==> config.mk <==
export PLATFORM = sky130hd
export DESIGN_NAME = rdma_host_port
export DESIGN_NICKNAME = d
export VERILOG_FILES = /design/src/rtl/rdma_pkg.sv /design/src/rtl/rdma_regs.sv /design/src/rtl/rdma_xfer.sv /design/src/rtl/rdma_lane.sv /design/src/rtl/rdma_host_port.sv
export SDC_FILE = /design/constraint.sdc
export NUM_CORES = 1
export LEC_CHECK = 0
export ABC_CLOCK_PERIOD_IN_PS = 3850
export BUFFER_PORTS_ARGS = -buffer_cell sky130_fd_sc_hd__buf_2
export CORE_MARGIN = 8
export CORE_UTILIZATION = 55
export DETAILED_ROUTE_END_ITERATION = 16
export PLACE_DENSITY = 0.92
export SLEW_MARGIN = 10
export SYNTH_ARGS = -nofsm -noshare
export SYNTH_HDL_FRONTEND = slang
export SYNTH_SLANG_ARGS = --single-unit
==> constraint.sdc <==
create_clock -name clk -period 3.85 [get_ports clk]
set_input_delay 0.1925 -clock clk [delete_from_list [all_inputs] [get_ports clk]]
set_output_delay 0.1925 -clock clk [all_outputs]
set_load 0.03 [all_outputs]
==> src/rtl/rdma_pkg.sv <==
package rdma_pkg;

    localparam int BYTE_W = 8;
    localparam int WORD_W = 16;
    localparam int LANES  = WORD_W / BYTE_W;
    localparam int REG_AW = 4;

    typedef enum logic [REG_AW-1:0] {
        REG_CMD     = 4'd0,
        REG_PSTART  = 4'd1,
        REG_PSTOP   = 4'd2,
        REG_ADDR_LO = 4'd3,
        REG_ADDR_HI = 4'd4,
        REG_CNT_LO  = 4'd5,
        REG_CNT_HI  = 4'd6,
        REG_CFG     = 4'd7,
        REG_STAT    = 4'd8
    } reg_sel_e;

    localparam int CMD_RD_BIT   = 3;
    localparam int CMD_WR_BIT   = 4;
    localparam int STAT_DONE_BIT = 6;
    localparam int CFG_WORD_BIT = 0;

    // byte-wide load strobes for the address and count registers
    typedef struct packed {
        logic addr_lo;
        logic addr_hi;
        logic cnt_lo;
        logic cnt_hi;
    } ld_strobe_t;

    // registered context of a pending read response
    typedef struct packed {
        logic valid;
        logic hit;
        logic word;
        logic lane;
    } rd_ctx_t;

    function automatic logic [BYTE_W-1:0] status_byte(input logic done);
        logic [BYTE_W-1:0] s;
        s = '0;
        s[STAT_DONE_BIT] = done;
        return s;
    endfunction

endpackage

==> src/rtl/rdma_regs.sv <==
module rdma_regs
    import rdma_pkg::*;
#(
    parameter int ADDR_W = 16
) (
    input  logic                 clk,
    input  logic                 rst,
    input  logic                 reg_wr,
    input  logic [REG_AW-1:0]    reg_addr,
    input  logic [BYTE_W-1:0]    reg_wdata,
    output logic [BYTE_W-1:0]    reg_rdata,
    input  logic [ADDR_W-1:0]    cur_addr,
    input  logic [ADDR_W-1:0]    cur_cnt,
    input  logic                 done,
    output logic [ADDR_W-9:0]    start_page,
    output logic [ADDR_W-9:0]    stop_page,
    output logic                 word_mode,
    output ld_strobe_t           ld,
    output logic                 kick,
    output logic                 stat_clr
);
    localparam int PG_W = ADDR_W - 8;

    logic [BYTE_W-1:0] cmd_q;
    logic [BYTE_W-1:0] cfg_q;
    logic [PG_W-1:0]   pstart_q;
    logic [PG_W-1:0]   pstop_q;
    reg_sel_e          sel;

    assign sel = reg_sel_e'(reg_addr);

    always_ff @(posedge clk) begin
        if (rst) begin
            cmd_q    <= '0;
            cfg_q    <= '0;
            pstart_q <= '0;
            pstop_q  <= '0;
        end else if (reg_wr) begin
            case (sel)
                REG_CMD:    cmd_q    <= reg_wdata;
                REG_CFG:    cfg_q    <= reg_wdata;
                REG_PSTART: pstart_q <= reg_wdata[PG_W-1:0];
                REG_PSTOP:  pstop_q  <= reg_wdata[PG_W-1:0];
                default: ;
            endcase
        end
    end

    always_comb begin
        ld.addr_lo = reg_wr && (sel == REG_ADDR_LO);
        ld.addr_hi = reg_wr && (sel == REG_ADDR_HI);
        ld.cnt_lo  = reg_wr && (sel == REG_CNT_LO);
        ld.cnt_hi  = reg_wr && (sel == REG_CNT_HI);
        kick       = reg_wr && (sel == REG_CMD) &&
                     (reg_wdata[CMD_RD_BIT] || reg_wdata[CMD_WR_BIT]);
        stat_clr   = reg_wr && (sel == REG_STAT) && reg_wdata[STAT_DONE_BIT];
    end

    always_comb begin
        case (sel)
            REG_CMD:     reg_rdata = cmd_q;
            REG_PSTART:  reg_rdata = BYTE_W'(pstart_q);
            REG_PSTOP:   reg_rdata = BYTE_W'(pstop_q);
            REG_ADDR_LO: reg_rdata = cur_addr[7:0];
            REG_ADDR_HI: reg_rdata = BYTE_W'(cur_addr >> 8);
            REG_CNT_LO:  reg_rdata = cur_cnt[7:0];
            REG_CNT_HI:  reg_rdata = BYTE_W'(cur_cnt >> 8);
            REG_CFG:     reg_rdata = cfg_q;
            REG_STAT:    reg_rdata = status_byte(done);
            default:     reg_rdata = '0;
        endcase
    end

    assign start_page = pstart_q;
    assign stop_page  = pstop_q;
    assign word_mode  = cfg_q[CFG_WORD_BIT];

endmodule

==> src/rtl/rdma_xfer.sv <==
module rdma_xfer
    import rdma_pkg::*;
#(
    parameter int ADDR_W = 16
) (
    input  logic                 clk,
    input  logic                 rst,
    input  ld_strobe_t           ld,
    input  logic [BYTE_W-1:0]    ld_data,
    input  logic [ADDR_W-9:0]    start_page,
    input  logic [ADDR_W-9:0]    stop_page,
    input  logic                 word_mode,
    input  logic                 host_req,
    input  logic                 host_we,
    input  logic                 kick,
    input  logic                 stat_clr,
    output logic                 accept,
    output logic [ADDR_W-1:0]    cur_addr,
    output logic [ADDR_W-1:0]    cur_cnt,
    output logic                 done
);
    logic [ADDR_W-1:0] addr_q, cnt_q;
    logic [ADDR_W-1:0] step, sum, wrap_at, addr_adv, cnt_adv;
    logic              cnt_zero, last;
    logic              done_q;

    always_comb begin
        step     = word_mode ? ADDR_W'(2) : ADDR_W'(1);
        cnt_zero = (cnt_q == '0);
        accept   = host_req && !(host_we && cnt_zero);
        sum      = addr_q + step;
        wrap_at  = {stop_page, 8'h00};
        addr_adv = (sum == wrap_at) ? {start_page, 8'h00} : sum;
        last     = (cnt_q <= step);
        cnt_adv  = last ? '0 : cnt_q - step;
    end

    always_ff @(posedge clk) begin
        if (rst) begin
            addr_q <= '0;
            cnt_q  <= '0;
            done_q <= 1'b0;
        end else begin
            if (accept) begin
                addr_q <= addr_adv;
                cnt_q  <= cnt_adv;
            end
            if (ld.addr_lo) addr_q[7:0]        <= ld_data;
            if (ld.addr_hi) addr_q[ADDR_W-1:8] <= ld_data[ADDR_W-9:0];
            if (ld.cnt_lo)  cnt_q[7:0]         <= ld_data;
            if (ld.cnt_hi)  cnt_q[ADDR_W-1:8]  <= ld_data[ADDR_W-9:0];
            if ((accept && last) || (kick && cnt_zero))
                done_q <= 1'b1;
            else if (stat_clr)
                done_q <= 1'b0;
        end
    end

    assign cur_addr = addr_q;
    assign cur_cnt  = cnt_q;
    assign done     = done_q;

endmodule

==> src/rtl/rdma_lane.sv <==
module rdma_lane
    import rdma_pkg::*;
#(
    parameter int ADDR_W    = 16,
    parameter int LOW_LIMIT = 32,
    parameter int HIGH_BASE = 16384,
    parameter int HIGH_END  = 49152
) (
    input  logic                 clk,
    input  logic                 rst,
    input  logic                 accept,
    input  logic                 we,
    input  logic                 word,
    input  logic [ADDR_W-1:0]    addr,
    input  logic [WORD_W-1:0]    wdata,
    input  logic [WORD_W-1:0]    mem_rdata,
    output logic                 mem_en,
    output logic                 mem_we,
    output logic [LANES-1:0]     mem_be,
    output logic [ADDR_W-2:0]    mem_addr,
    output logic [WORD_W-1:0]    mem_wdata,
    output logic                 rvalid,
    output logic [WORD_W-1:0]    rdata
);
    localparam logic [ADDR_W:0] LO_LIM = LOW_LIMIT[ADDR_W:0];
    localparam logic [ADDR_W:0] HI_LO  = HIGH_BASE[ADDR_W:0];
    localparam logic [ADDR_W:0] HI_HI  = HIGH_END[ADDR_W:0];

    logic [ADDR_W-1:0] eff;
    logic [ADDR_W:0]   eff_x;
    logic              hit;
    rd_ctx_t           ctx_q;

    always_comb begin
        eff    = word ? {addr[ADDR_W-1:1], 1'b0} : addr;
        eff_x  = {1'b0, eff};
        hit    = (eff_x < LO_LIM) || ((eff_x >= HI_LO) && (eff_x < HI_HI));
        mem_en   = accept && hit;
        mem_we   = we;
        mem_addr = eff[ADDR_W-1:1];
    end

    for (genvar i = 0; i < LANES; i++) begin : g_lane
        assign mem_be[i]                   = word || (addr[0] == i[0]);
        assign mem_wdata[i*BYTE_W +: BYTE_W] = word ? wdata[i*BYTE_W +: BYTE_W]
                                                    : wdata[BYTE_W-1:0];
    end

    always_ff @(posedge clk) begin
        if (rst) begin
            ctx_q <= '0;
        end else begin
            ctx_q.valid <= accept && !we;
            ctx_q.hit   <= hit;
            ctx_q.word  <= word;
            ctx_q.lane  <= addr[0];
        end
    end

    always_comb begin
        if (!ctx_q.valid)
            rdata = '0;
        else if (!ctx_q.hit)
            rdata = ctx_q.word ? '1 : {{(WORD_W-BYTE_W){1'b0}}, {BYTE_W{1'b1}}};
        else if (ctx_q.word)
            rdata = mem_rdata;
        else
            rdata = {{(WORD_W-BYTE_W){1'b0}},
                     ctx_q.lane ? mem_rdata[WORD_W-1:BYTE_W] : mem_rdata[BYTE_W-1:0]};
    end

    assign rvalid = ctx_q.valid;

endmodule

==> src/rtl/rdma_host_port.sv <==
module rdma_host_port
    import rdma_pkg::*;
#(
    parameter int ADDR_W    = 16,
    parameter int LOW_LIMIT = 32,
    parameter int HIGH_BASE = 16384,
    parameter int HIGH_END  = 49152
) (
    input  logic                 clk,
    input  logic                 rst,
    input  logic                 reg_wr,
    input  logic [REG_AW-1:0]    reg_addr,
    input  logic [BYTE_W-1:0]    reg_wdata,
    output logic [BYTE_W-1:0]    reg_rdata,
    input  logic                 host_req,
    input  logic                 host_we,
    input  logic [WORD_W-1:0]    host_wdata,
    output logic [WORD_W-1:0]    host_rdata,
    output logic                 host_rvalid,
    output logic                 mem_en,
    output logic                 mem_we,
    output logic [LANES-1:0]     mem_be,
    output logic [ADDR_W-2:0]    mem_addr,
    output logic [WORD_W-1:0]    mem_wdata,
    input  logic [WORD_W-1:0]    mem_rdata,
    output logic                 dma_done
);
    logic [ADDR_W-9:0] start_page, stop_page;
    logic              word_mode, kick, stat_clr, accept;
    ld_strobe_t        ld;
    logic [ADDR_W-1:0] cur_addr, cur_cnt;

    rdma_regs #(.ADDR_W(ADDR_W)) u_regs (
        .clk(clk), .rst(rst),
        .reg_wr(reg_wr), .reg_addr(reg_addr), .reg_wdata(reg_wdata),
        .reg_rdata(reg_rdata),
        .cur_addr(cur_addr), .cur_cnt(cur_cnt), .done(dma_done),
        .start_page(start_page), .stop_page(stop_page),
        .word_mode(word_mode), .ld(ld), .kick(kick), .stat_clr(stat_clr)
    );

    rdma_xfer #(.ADDR_W(ADDR_W)) u_xfer (
        .clk(clk), .rst(rst),
        .ld(ld), .ld_data(reg_wdata),
        .start_page(start_page), .stop_page(stop_page),
        .word_mode(word_mode),
        .host_req(host_req), .host_we(host_we),
        .kick(kick), .stat_clr(stat_clr),
        .accept(accept), .cur_addr(cur_addr), .cur_cnt(cur_cnt),
        .done(dma_done)
    );

    rdma_lane #(
        .ADDR_W(ADDR_W), .LOW_LIMIT(LOW_LIMIT),
        .HIGH_BASE(HIGH_BASE), .HIGH_END(HIGH_END)
    ) u_lane (
        .clk(clk), .rst(rst),
        .accept(accept), .we(host_we), .word(word_mode),
        .addr(cur_addr), .wdata(host_wdata), .mem_rdata(mem_rdata),
        .mem_en(mem_en), .mem_we(mem_we), .mem_be(mem_be),
        .mem_addr(mem_addr), .mem_wdata(mem_wdata),
        .rvalid(host_rvalid), .rdata(host_rdata)
    );

endmodule

==> impl_metrics.json, run 1 <==
{
  "ctsHoldBuffers": 0,
  "synth_top_family_by_area": "simple AND/OR/NAND/NOR gates",
  "slew_headroom": 0.255,
  "start_util": 0.568,
  "ys_seq_area_frac": 0.279,
  "clkLatencyLatePin_ns": 0.36,
  "fp.dieArea_sq_mm": 0.0123,
  "hp-class": "input port to flop",
  "routed_wl_um": 17300,
  "yosys.area_share.simple": 0.264,
  "design_area_sq_mm": 0.00551,
  "power_mw": 3.31,
  "cp.depth": 9,
  "critPathArrivalTime_ns": 3.69,
  "cts_buffers": 9,
  "ff2ff_setup_slack_ns": 0.37,
  "p_per_area_mw_per_mm2": 600,
  "place_worst_setup_slack_ns": 0.214,
  "clock-sinks": 69,
  "cap_violations": 0,
  "grt_max_degree": 70,
  "crit_path_start": "u_regs.cfg_q[0]$_SDFFE_PP0P_",
  "layout-drive-gt1-share": 0.211,
  "yosysUniqueCellTypes": 61,
  "std_cell_rows": 34,
  "drv_slew": 0,
  "antenna_found_initial": 0,
  "yosys_warnings": 0,
  "synthesis.nets": 727,
  "fin_util": 0.631,
  "post-synth-top-count-cell": "nor2_1",
  "wl_per_cell_um": 20.8,
  "synth_top_cell_area_share": 0.279,
  "syn_inst": 670,
  "gp_congestion": 0.976,
  "timing_hold_violations_final": 0,
  "fin_worst_skew_ns": 0.0102,
  "synth_xor_area_frac": 0.0452,
  "min_period_over_period": 0.905,
  "slowest_delay_ns": 0.70,
  "route.vias.total": 5427,
  "cp.required_ns": 4.06,
  "area_growth_pct": 11.1,
  "grt_pass1_vias": 5279,
  "ys_async_sr_fraction": 0,
  "path_clk_slew_ns": 0.08,
  "fmax_mhz": 287,
  "crit_chain": "inv_1 -> ha_1 -> a21oi_2 -> nor4b_4 -> xor2_1 -> a221o_1 -> or4_1 -> nor4b_1 -> o32ai_1",
  "hpwlAfterDp_um": 12300,
  "ys_top_cells_by_count": "74 x nor2_1, 69 x a21oi_1, 69 x dfxtp_1",
  "yosys.area.top_type": "dfxtp_1",
  "synth-edff-count": 0,
  "overflow": 0,
  "tightest_slew_ns": 1.11,
  "cts_tree": "built",
  "grt_pass1_wl_um": 27000,
  "synthAdderAreaFrac": 0.0217,
  "cts-root-buf": "clkbuf_8",
  "die_x_um": 111,
  "end_kind": "flop",
  "die_h_um": 111,
  "setup_tns_ns": 0,
  "r2r-end": "u_xfer.cur_addr[11]$_SDFFE_PP0P_",
  "grtUsageTotal": 0.267,
  "crit_family": "simple AND/OR/NAND/NOR gates",
  "ant_nets": 0,
  "num_io_pins": 110,
  "worst_slack_ns": 0.367,
  "synth_seq_cells": 69,
  "dpl_cell_area_sq_mm": 0.00531,
  "drt_iter0_drc": 637,
  "synth_mux_area_frac": 0.0556,
  "synth_compound_area_frac": 0.236,
  "core-area_sq_mm": 0.00872,
  "setup-violations-final": 0,
  "clk_path_buf_depth": 2,
  "rsz0062_at_grt": "false",
  "rr_worst_depth": 9,
  "min_period_ns": 3.48,
  "worstHoldPathCells": 2,
  "outcome": "finished, final reports clean",
  "worst-path-max-fanout": 12,
  "crit_path_top_delay_cell": "or4_1",
  "irDropWorstVdd_mv": 0.593,
  "worst-path-buf-inv": 1,
  "criticalPathCategory": "flop to flop",
  "drc": 0,
  "nets": 776,
  "crit_end": "u_xfer.cur_addr[11]$_SDFFE_PP0P_",
  "crit_path_start_kind": "flop",
  "firstDrtPassIters": 6,
  "synth_area_per_cell_sq_um": 7.40,
  "power.leakage_nw": 2.19,
  "syn-cell-area_sq_mm": 0.00495,
  "worstReg2RegStart": "u_regs.cfg_q[0]$_SDFFE_PP0P_",
  "nFillCells": 766,
  "yosys-top-cells-area": "dfxtp_1 28%, a21oi_1 7.0%, nor2_1 5.6%, nand2_1 4.2%, nand3_1 3.8%",
  "portBuffers": 109,
  "cts_max_level": 3,
  "antenna_cells": 0,
  "via_per_inst": 6.52,
  "synth_flop_cell": "dfxtp_1"
}
## state kept, by name, indices dropped and copies added, names as in the netlist
signal,count
u_xfer.done,1
u_regs.start_page,8
u_regs.stop_page,8
u_lane.ctx_q,3
u_regs.cfg_q,8
u_xfer.cur_addr,16
u_lane.rvalid,1
u_xfer.cur_cnt,16
u_regs.cmd_q,8
## where the power goes
group | total, mW | leakage (nW) | internal, mW | switching (mW)
Sequential | 1.07 | 0.561 | 0.837 | 0.234
Combinational | 1.63 | 1.54 | 0.614 | 1.01
Clock | 0.608 | 0.0964 | 0.315 | 0.293
Total | 3.31 | 2.19 | 1.77 | 1.54
## layer usage
metal	track usage	share of wire	wire length [um]
met1	0.320	0.38	6490
met2	0.413	0.45	7800
met3	0.0795	0.13	2200
met4	0.155	0.045	783
met5	0	0	0
## repair_timing
item                       CTS  global route
setup endpoints to repair    0             1
hold endpoints to repair     0             0
setup buffers                0             0
resized for setup            0             1
## worst min-delay path by stage
stage,end,slack [ns],startpoint
floorplan,u_lane.rvalid$_SDFF_PP0_,0.26,host_we
global placement,u_lane.rvalid$_SDFF_PP0_,0.41,host_we
detailed placement,u_lane.rvalid$_SDFF_PP0_,0.41,host_we
CTS,u_lane.rvalid$_SDFF_PP0_,0.03,host_we
global route,u_lane.rvalid$_SDFF_PP0_,0.03,host_we
finish,u_lane.rvalid$_SDFF_PP0_,0.03,host_we
## final cells by class
cell class	instances	area (sq um)	area share
clock inverter	4	47.5	0.00864
tap	108	135	0.0245
sequential	69	1380	0.251
inverter	23	86.3	0.0157
clock buffer	12	145	0.0264
multi-input combinational	497	3090	0.561
timing repair buffer	119	621	0.113
## per-stage QoR
step	cells	hold WS, ns
CTS	832	0.0301
detailed placement	816	0.411
global placement	816	0.409
global route	832	0.0338
finish	832	0.0345
floorplan	670	0.265
## cells by family (layout without fill, tap and decap cells)
kind of cell    after synthesis  count (layout)
compound gates              181             181
xor+xnor                     24              24
fa+ha+maj                     8               8
buf+inv                     104             158
flops                        69              69
mux                          26              26
simple gates                258             258
## layout by cell type (no fill, tap or decap), drive strengths merged, types with 4 or more instances in the layout
cell,count
buf,119
nor2,74
a21oi,70
dfxtp,69
nand2,56
nand3,39
nor3,26
inv,23
o21ai,22
a211oi,16
mux2i,14
mux2,12
a31oi,12
xnor2,12
nor4b,12
clkbuf,12
xor2,11
a22oi,9
a21boi,9
nand4,9
and3,8
o32ai,8
ha,7
nor4,7
nand2b,6
a222oi,6
nor3b,5
nor2b,4
o211ai,4
a311oi,4
Power figures use the tool's default switching activity.
==> run 2: changes to the inputs <==
- CORE_MARGIN: 8 -> 2
==> run 2 against run 1 <==
- clock skew grew 0.0037 ns
- first-iteration DRC count grew 19%
- utilization shrank 0.46 points
- maximum frequency shrank 3.1%
- final cell count shrank 0.36%
- worst hold slack gained 0.020 ns
- clock power shrank 12%
- wire length shrank 3.7%
- via count grew 1.8%
- sequential cell count is the same
- critical endpoint is now u_xfer.cur_addr[9]$_SDFFE_PP0P_
==> impl_metrics.json, run 2 (synthesis gave the netlist of run 1 again) <==
{
  "outcome": "finished, final reports clean",
  "crit_path_top_delay_cell": "or4_1",
  "power_mw": 3.22,
  "rr_worst_depth": 9,
  "portBuffers": 109,
  "slew_headroom": 0.295,
  "min_period_ns": 3.59,
  "die_h_um": 98.9,
  "gp_congestion": 1.01,
  "min_period_over_period": 0.933,
  "clock-sinks": 69,
  "tightest_slew_ns": 1.05,
  "grt_max_degree": 70,
  "rsz0062_at_grt": "false",
  "nets": 774,
  "fin_util": 0.627,
  "via_per_inst": 6.67,
  "fp.dieArea_sq_mm": 0.00978,
  "hpwlAfterDp_um": 11600,
  "setup-violations-final": 0,
  "slowest_delay_ns": 0.69,
  "worstHoldEndpoint": "u_lane.rvalid$_SDFF_PP0_",
  "worst-path-max-fanout": 12,
  "path_clk_slew_ns": 0.07,
  "hold_slack_ns": 0.0545,
  "die_x_um": 98.9,
  "cp.required_ns": 4.03,
  "grt_pass1_wl_um": 25600,
  "cts_buffers": 9,
  "cts_tree": "built",
  "grt_pass1_vias": 4957,
  "layout_common_cells": "109 x buf_2, 74 x nor2_1, 69 x a21oi_1, 68 x dfxtp_1, 56 x nand2_1",
  "worstReg2RegStart": "u_regs.cfg_q[0]$_SDFFE_PP0P_",
  "crit_path_start_kind": "flop",
  "critPathArrivalTime_ns": 3.77,
  "ant_nets": 0,
  "grtUsageTotal": 0.329,
  "worst_slack_ns": 0.257,
  "place_worst_setup_slack_ns": 0.222,
  "setup_tns_ns": 0,
  "cap_violations": 0,
  "overflow": 0,
  "hp-class": "input port to flop",
  "worstHoldPathCells": 2,
  "design_area_sq_mm": 0.00547,
  "layout-drive-gt1-share": 0.208,
  "p_per_area_mw_per_mm2": 589,
  "routed_wl_um": 16600,
  "r2r-end": "u_xfer.cur_addr[9]$_SDFFE_PP0P_",
  "start_util": 0.568,
  "power.leakage_nw": 2.18,
  "drv_slew": 0,
  "crit_chain": "inv_1 -> ha_1 -> a21oi_1 -> nor4b_1 -> and3_1 -> xnor2_1 -> or4_1 -> nor4b_1 -> o32ai_1",
  "std_cell_rows": 34,
  "criticalPathCategory": "flop to flop",
  "final_cell_count_no_fill": 829,
  "ctsHoldBuffers": 0,
  "ff2ff_setup_slack_ns": 0.26,
  "wl_per_cell_um": 20.1,
  "fin_worst_skew_ns": 0.0139,
  "path_common_cell": "nor4b_1",
  "drc": 0,
  "area_growth_pct": 10.3,
  "fmax_mhz": 278,
  "firstDrtPassIters": 7,
  "hp-start": "host_we",
  "dpl_cell_area_sq_mm": 0.00530,
  "route.vias.total": 5527,
  "clk_path_buf_depth": 2,
  "irDropWorstVdd_mv": 0.579,
  "core-area_sq_mm": 0.00872,
  "cts-root-buf": "clkbuf_8",
  "timing_hold_violations_final": 0,
  "num_io_pins": 110,
  "cts_max_level": 3,
  "mostFrequentLayoutCell": "buf_2",
  "dpl.cell_count": 814,
  "drt_iter0_drc": 755,
  "post_cts_buffers": 0,
  "end_kind": "flop",
  "antenna_found_initial": 1,
  "clkLatencyLatePin_ns": 0.35
}
## run 2: cell types whose count changed in the layout (fill, tap and decap cells not counted), sizes merged
cell and delta:
buf -2, bufinv -1, clkinvlp -1, diode +1
## run 2: worst max-delay path by stage
| stage | startpoint | end | slack (ns) |
|---|---|---|---|
| floorplan | u_regs.cfg_q[0]$_SDFFE_PP0P_ | u_xfer.cur_addr[10]$_SDFFE_PP0P_ | 0.60 |
| global placement | u_regs.cfg_q[0]$_SDFFE_PP0P_ | u_xfer.cur_addr[11]$_SDFFE_PP0P_ | 0.47 |
| detailed placement | u_regs.cfg_q[0]$_SDFFE_PP0P_ | u_xfer.cur_addr[9]$_SDFFE_PP0P_ | 0.22 |
| CTS | u_regs.cfg_q[0]$_SDFFE_PP0P_ | u_xfer.cur_addr[9]$_SDFFE_PP0P_ | 0.21 |
| global route | u_regs.cfg_q[0]$_SDFFE_PP0P_ | u_xfer.cur_addr[9]$_SDFFE_PP0P_ | 0.18 |
| finish | u_regs.cfg_q[0]$_SDFFE_PP0P_ | u_xfer.cur_addr[9]$_SDFFE_PP0P_ | 0.26 |
## run 2: routing by layer
metal / global-route usage / part of all wire / vias up
met3: 0.0688 / 0.13 / 79
li1: - / - / 2494
met4: 0.154 / 0.042 / 0
met1: 0.440 / 0.38 / 2516
met2: 0.510 / 0.44 / 438
met5: 0 / 0 / -
## run 2: layout make-up
type	count	area, sq um
Antenna cell	1	2.50
Clock buffer	12	155
Clock inverter	2	10.0
Fill cell	775	3260
Inverter	23	86.3
Multi-Input combinational cell	497	3090
Sequential cell	69	1380
Tap cell	108	135
Timing Repair Buffer	117	606
## run 2: worst max-delay path, delay by kind of cell (launching register included)
kind	cells	cell delay [ns]
simple gates	4	2.07
buf+inv	1	0.24
flops	1	0.41
xor+xnor	1	0.10
fa+ha+maj	1	0.28
compound gates	2	0.33
## run 2: power by group
group | internal, mW | switching [mW] | total, mW
Clock | 0.260 | 0.275 | 0.536
Sequential | 0.837 | 0.244 | 1.08
Combinational | 0.607 | 0.995 | 1.60
## run 2: timing repair
| action | CTS | global route |
|---|---|---|
| gates resized for setup | 0 | 1 |
| hold endpoints to repair | 0 | 0 |
| endpoints found under the setup margin | 0 | 2 |
==> run 3: changes to the inputs <==
- CORE_UTILIZATION: 55 -> 35
- GPL_TIMING_DRIVEN: not set -> 0
- PLACE_DENSITY: 0.92 -> 0.67
==> run 3 against run 2 <==
- global-route usage shrank 9.5 points
- via count up 0.25%
- register-to-register slack worse by 0.08 ns
- total power grew 8.6%
- wire length grew 6.9%
- clock skew shrank 0.0037 ns
- clock-buffer cell count rose by 1
- clock power increased by 42%
- combinational power is 7% higher
- utilization decreased by 20 points
==> impl_metrics.json, run 3 (synthesis gave the netlist of run 1 again) <==
{
  "grtUsageTotal": 0.235,
  "die_x_um": 123,
  "multi_input_comb_area_sq_mm": 0.00310,
  "drv_slew": 0,
  "ctsHoldBuffers": 0,
  "via_per_inst": 5.75,
  "clk_path_buf_depth": 2,
  "layout-drive-gt1-share": 0.212,
  "clock_power_share": 0.217,
  "p_comb_frac": 0.490,
  "cts-root-buf": "clkbuf_16",
  "std_cell_rows": 43,
  "switching_share": 0.449,
  "die_h_um": 123,
  "area_growth_pct": 20.4,
  "p_per_area_mw_per_mm2": 586,
  "grt_pass1_vias": 4892,
  "cap_violations": 0,
  "antenna_cells": 0,
  "worst_slack_ns": 0.173,
  "crit_path_start_kind": "flop",
  "cts_tree": "built",
  "grt_max_degree": 11,
  "power_mw": 3.50,
  "mostFrequentLayoutCell": "buf_2",
  "intPower_mw": 1.93,
  "switchingPower_mw": 1.57,
  "grt_pass1_wl_um": 26900,
  "firstDrtPassIters": 8,
  "route.vias.total": 5541,
  "slew_headroom": 0.281,
  "overflow": 0,
  "layout_common_cells": "100 x buf_2, 74 x nor2_1, 69 x dfxtp_1, 68 x a21oi_1, 56 x nand2_1",
  "drt_iter0_drc": 621,
  "core-area_sq_mm": 0.0139,
  "tightest_slew_ns": 1.07,
  "outcome": "finished, final reports clean",
  "start_util": 0.357,
  "clkLatencyLatePin_ns": 0.35,
  "timing_hold_violations_final": 0,
  "drc": 0,
  "worst-path-max-fanout": 10,
  "hp-class": "input port to flop",
  "hpwlAfterDp_um": 13000,
  "fmax_mhz": 272,
  "gp_congestion": 1.02,
  "design_area_sq_mm": 0.00596,
  "irDropWorstVdd_mv": 0.290,
  "setup_tns_ns": 0,
  "portBuffers": 98,
  "end_kind": "flop",
  "wl_per_cell_um": 18.4,
  "critPathArrivalTime_ns": 3.86,
  "nFillCells": 1465,
  "num_io_pins": 110,
  "dpl_cell_area_sq_mm": 0.00567,
  "cts_buffers": 9,
  "ff2ff_setup_slack_ns": 0.17,
  "min_period_ns": 3.68,
  "criticalPathCategory": "flop to flop",
  "rsz0062_at_grt": "false",
  "antenna_found_initial": 0,
  "clock-sinks": 69,
  "routed_wl_um": 17800,
  "nets": 837,
  "place_worst_setup_slack_ns": -0.0948,
  "fp.dieArea_sq_mm": 0.0151,
  "setup-violations-final": 0,
  "register_area_sq_mm": 0.00138,
  "ant_nets": 0,
  "cts_max_level": 3,
  "cp.required_ns": 4.03,
  "fin_worst_skew_ns": 0.0102,
  "seq_power_share": 0.293,
  "min_period_over_period": 0.955,
  "path_clk_slew_ns": 0.06,
  "power.leakage_nw": 2.37
}
## run 3: changes by cell type in the layout (fill, tap and decap cells not counted), moves of 2 or more
cell | previous run | this run
buf_1 | 0 | 2
buf_2 | 109 | 100
buf_4 | 8 | 25
clkbuf_2 | 0 | 7
clkbuf_16 | 0 | 9
clkbuf_8 | 11 | 1
clkbuf_1 | 1 | 48
## run 3: worst paths after layout
check | start | to | cells after the start
setup / recovery | u_regs.cfg_q[0]$_SDFFE_PP0P_ | u_xfer.cur_addr[10]$_SDFFE_PP0P_ | 11
hold / removal | host_we | u_lane.rvalid$_SDFF_PP0_ | 2
setup reg to reg | u_regs.cfg_q[0]$_SDFFE_PP0P_ | u_xfer.cur_addr[10]$_SDFFE_PP0P_ | 11
hold reg to reg | u_regs.cmd_q[4]$_SDFFE_PP0P_ | u_regs.cmd_q[4]$_SDFFE_PP0P_ | 2
## run 3: power groups by stage
stage,sequential [mW],combinational [mW],clock [mW]
4_1_cts,1.02,1.67,0.764
3_5_place_dp,1.03,1.65,0
5_1_grt,1.03,1.87,0.797
3_3_place_gp,1.03,1.65,0
6_report,1.02,1.71,0.759
2_1_floorplan,0.963,1.28,0
## run 3: cell type report
cell class / instances / share of cell area
inverter: 23 / 0.0151
tap: 180 / 0.0378
clock inverter: 2 / 0.00168
multi-input combinational: 497 / 0.520
sequential: 69 / 0.232
timing repair buffer: 99 / 0.0835
clock buffer: 13 / 0.0420
buffer: 81 / 0.0686
## run 3: layer usage
| layer | global-route usage | routed length (um) | vias up |
|---|---|---|---|
| li1 | - | - | 2612 |
| met2 | 0.354 | 7610 | 333 |
| met3 | 0.0604 | 1920 | 45 |
| met1 | 0.316 | 7720 | 2551 |
| met5 | 0 | 0 | - |
| met4 | 0.101 | 513 | 0 |
## run 3: repair_timing
action	CTS	global route
setup buffers	0	1
gates resized for setup	1	6
pin swaps	0	1
endpoints found under the hold margin	0	0
endpoints found under the setup margin	8	8
## run 3: worst max-delay path, cell delays in order, from the launching register on
cell and delay, ns:
dfxtp_1 0.39, clkbuf_4 0.26, clkinvlp_4 0.22, ha_1 0.32, a21oi_4 0.32, nor4b_4 0.13
xor2_1 0.16, a221o_1 0.41, or4_1 0.55, clkbuf_1 0.21, nor4b_1 0.42, o32ai_1 0.14
## run 3: metrics by stage
step / std cells / utilization / hold slack, ns
after floorplan: 670 / - / 0.265
after global placement: 948 / 0.409 / 0.415
after detailed placement: 948 / 0.409 / 0.420
after CTS: 963 / 0.427 / 0.0616
after global routing: 964 / 0.430 / 0.0609
final: 964 / 0.430 / 0.0756
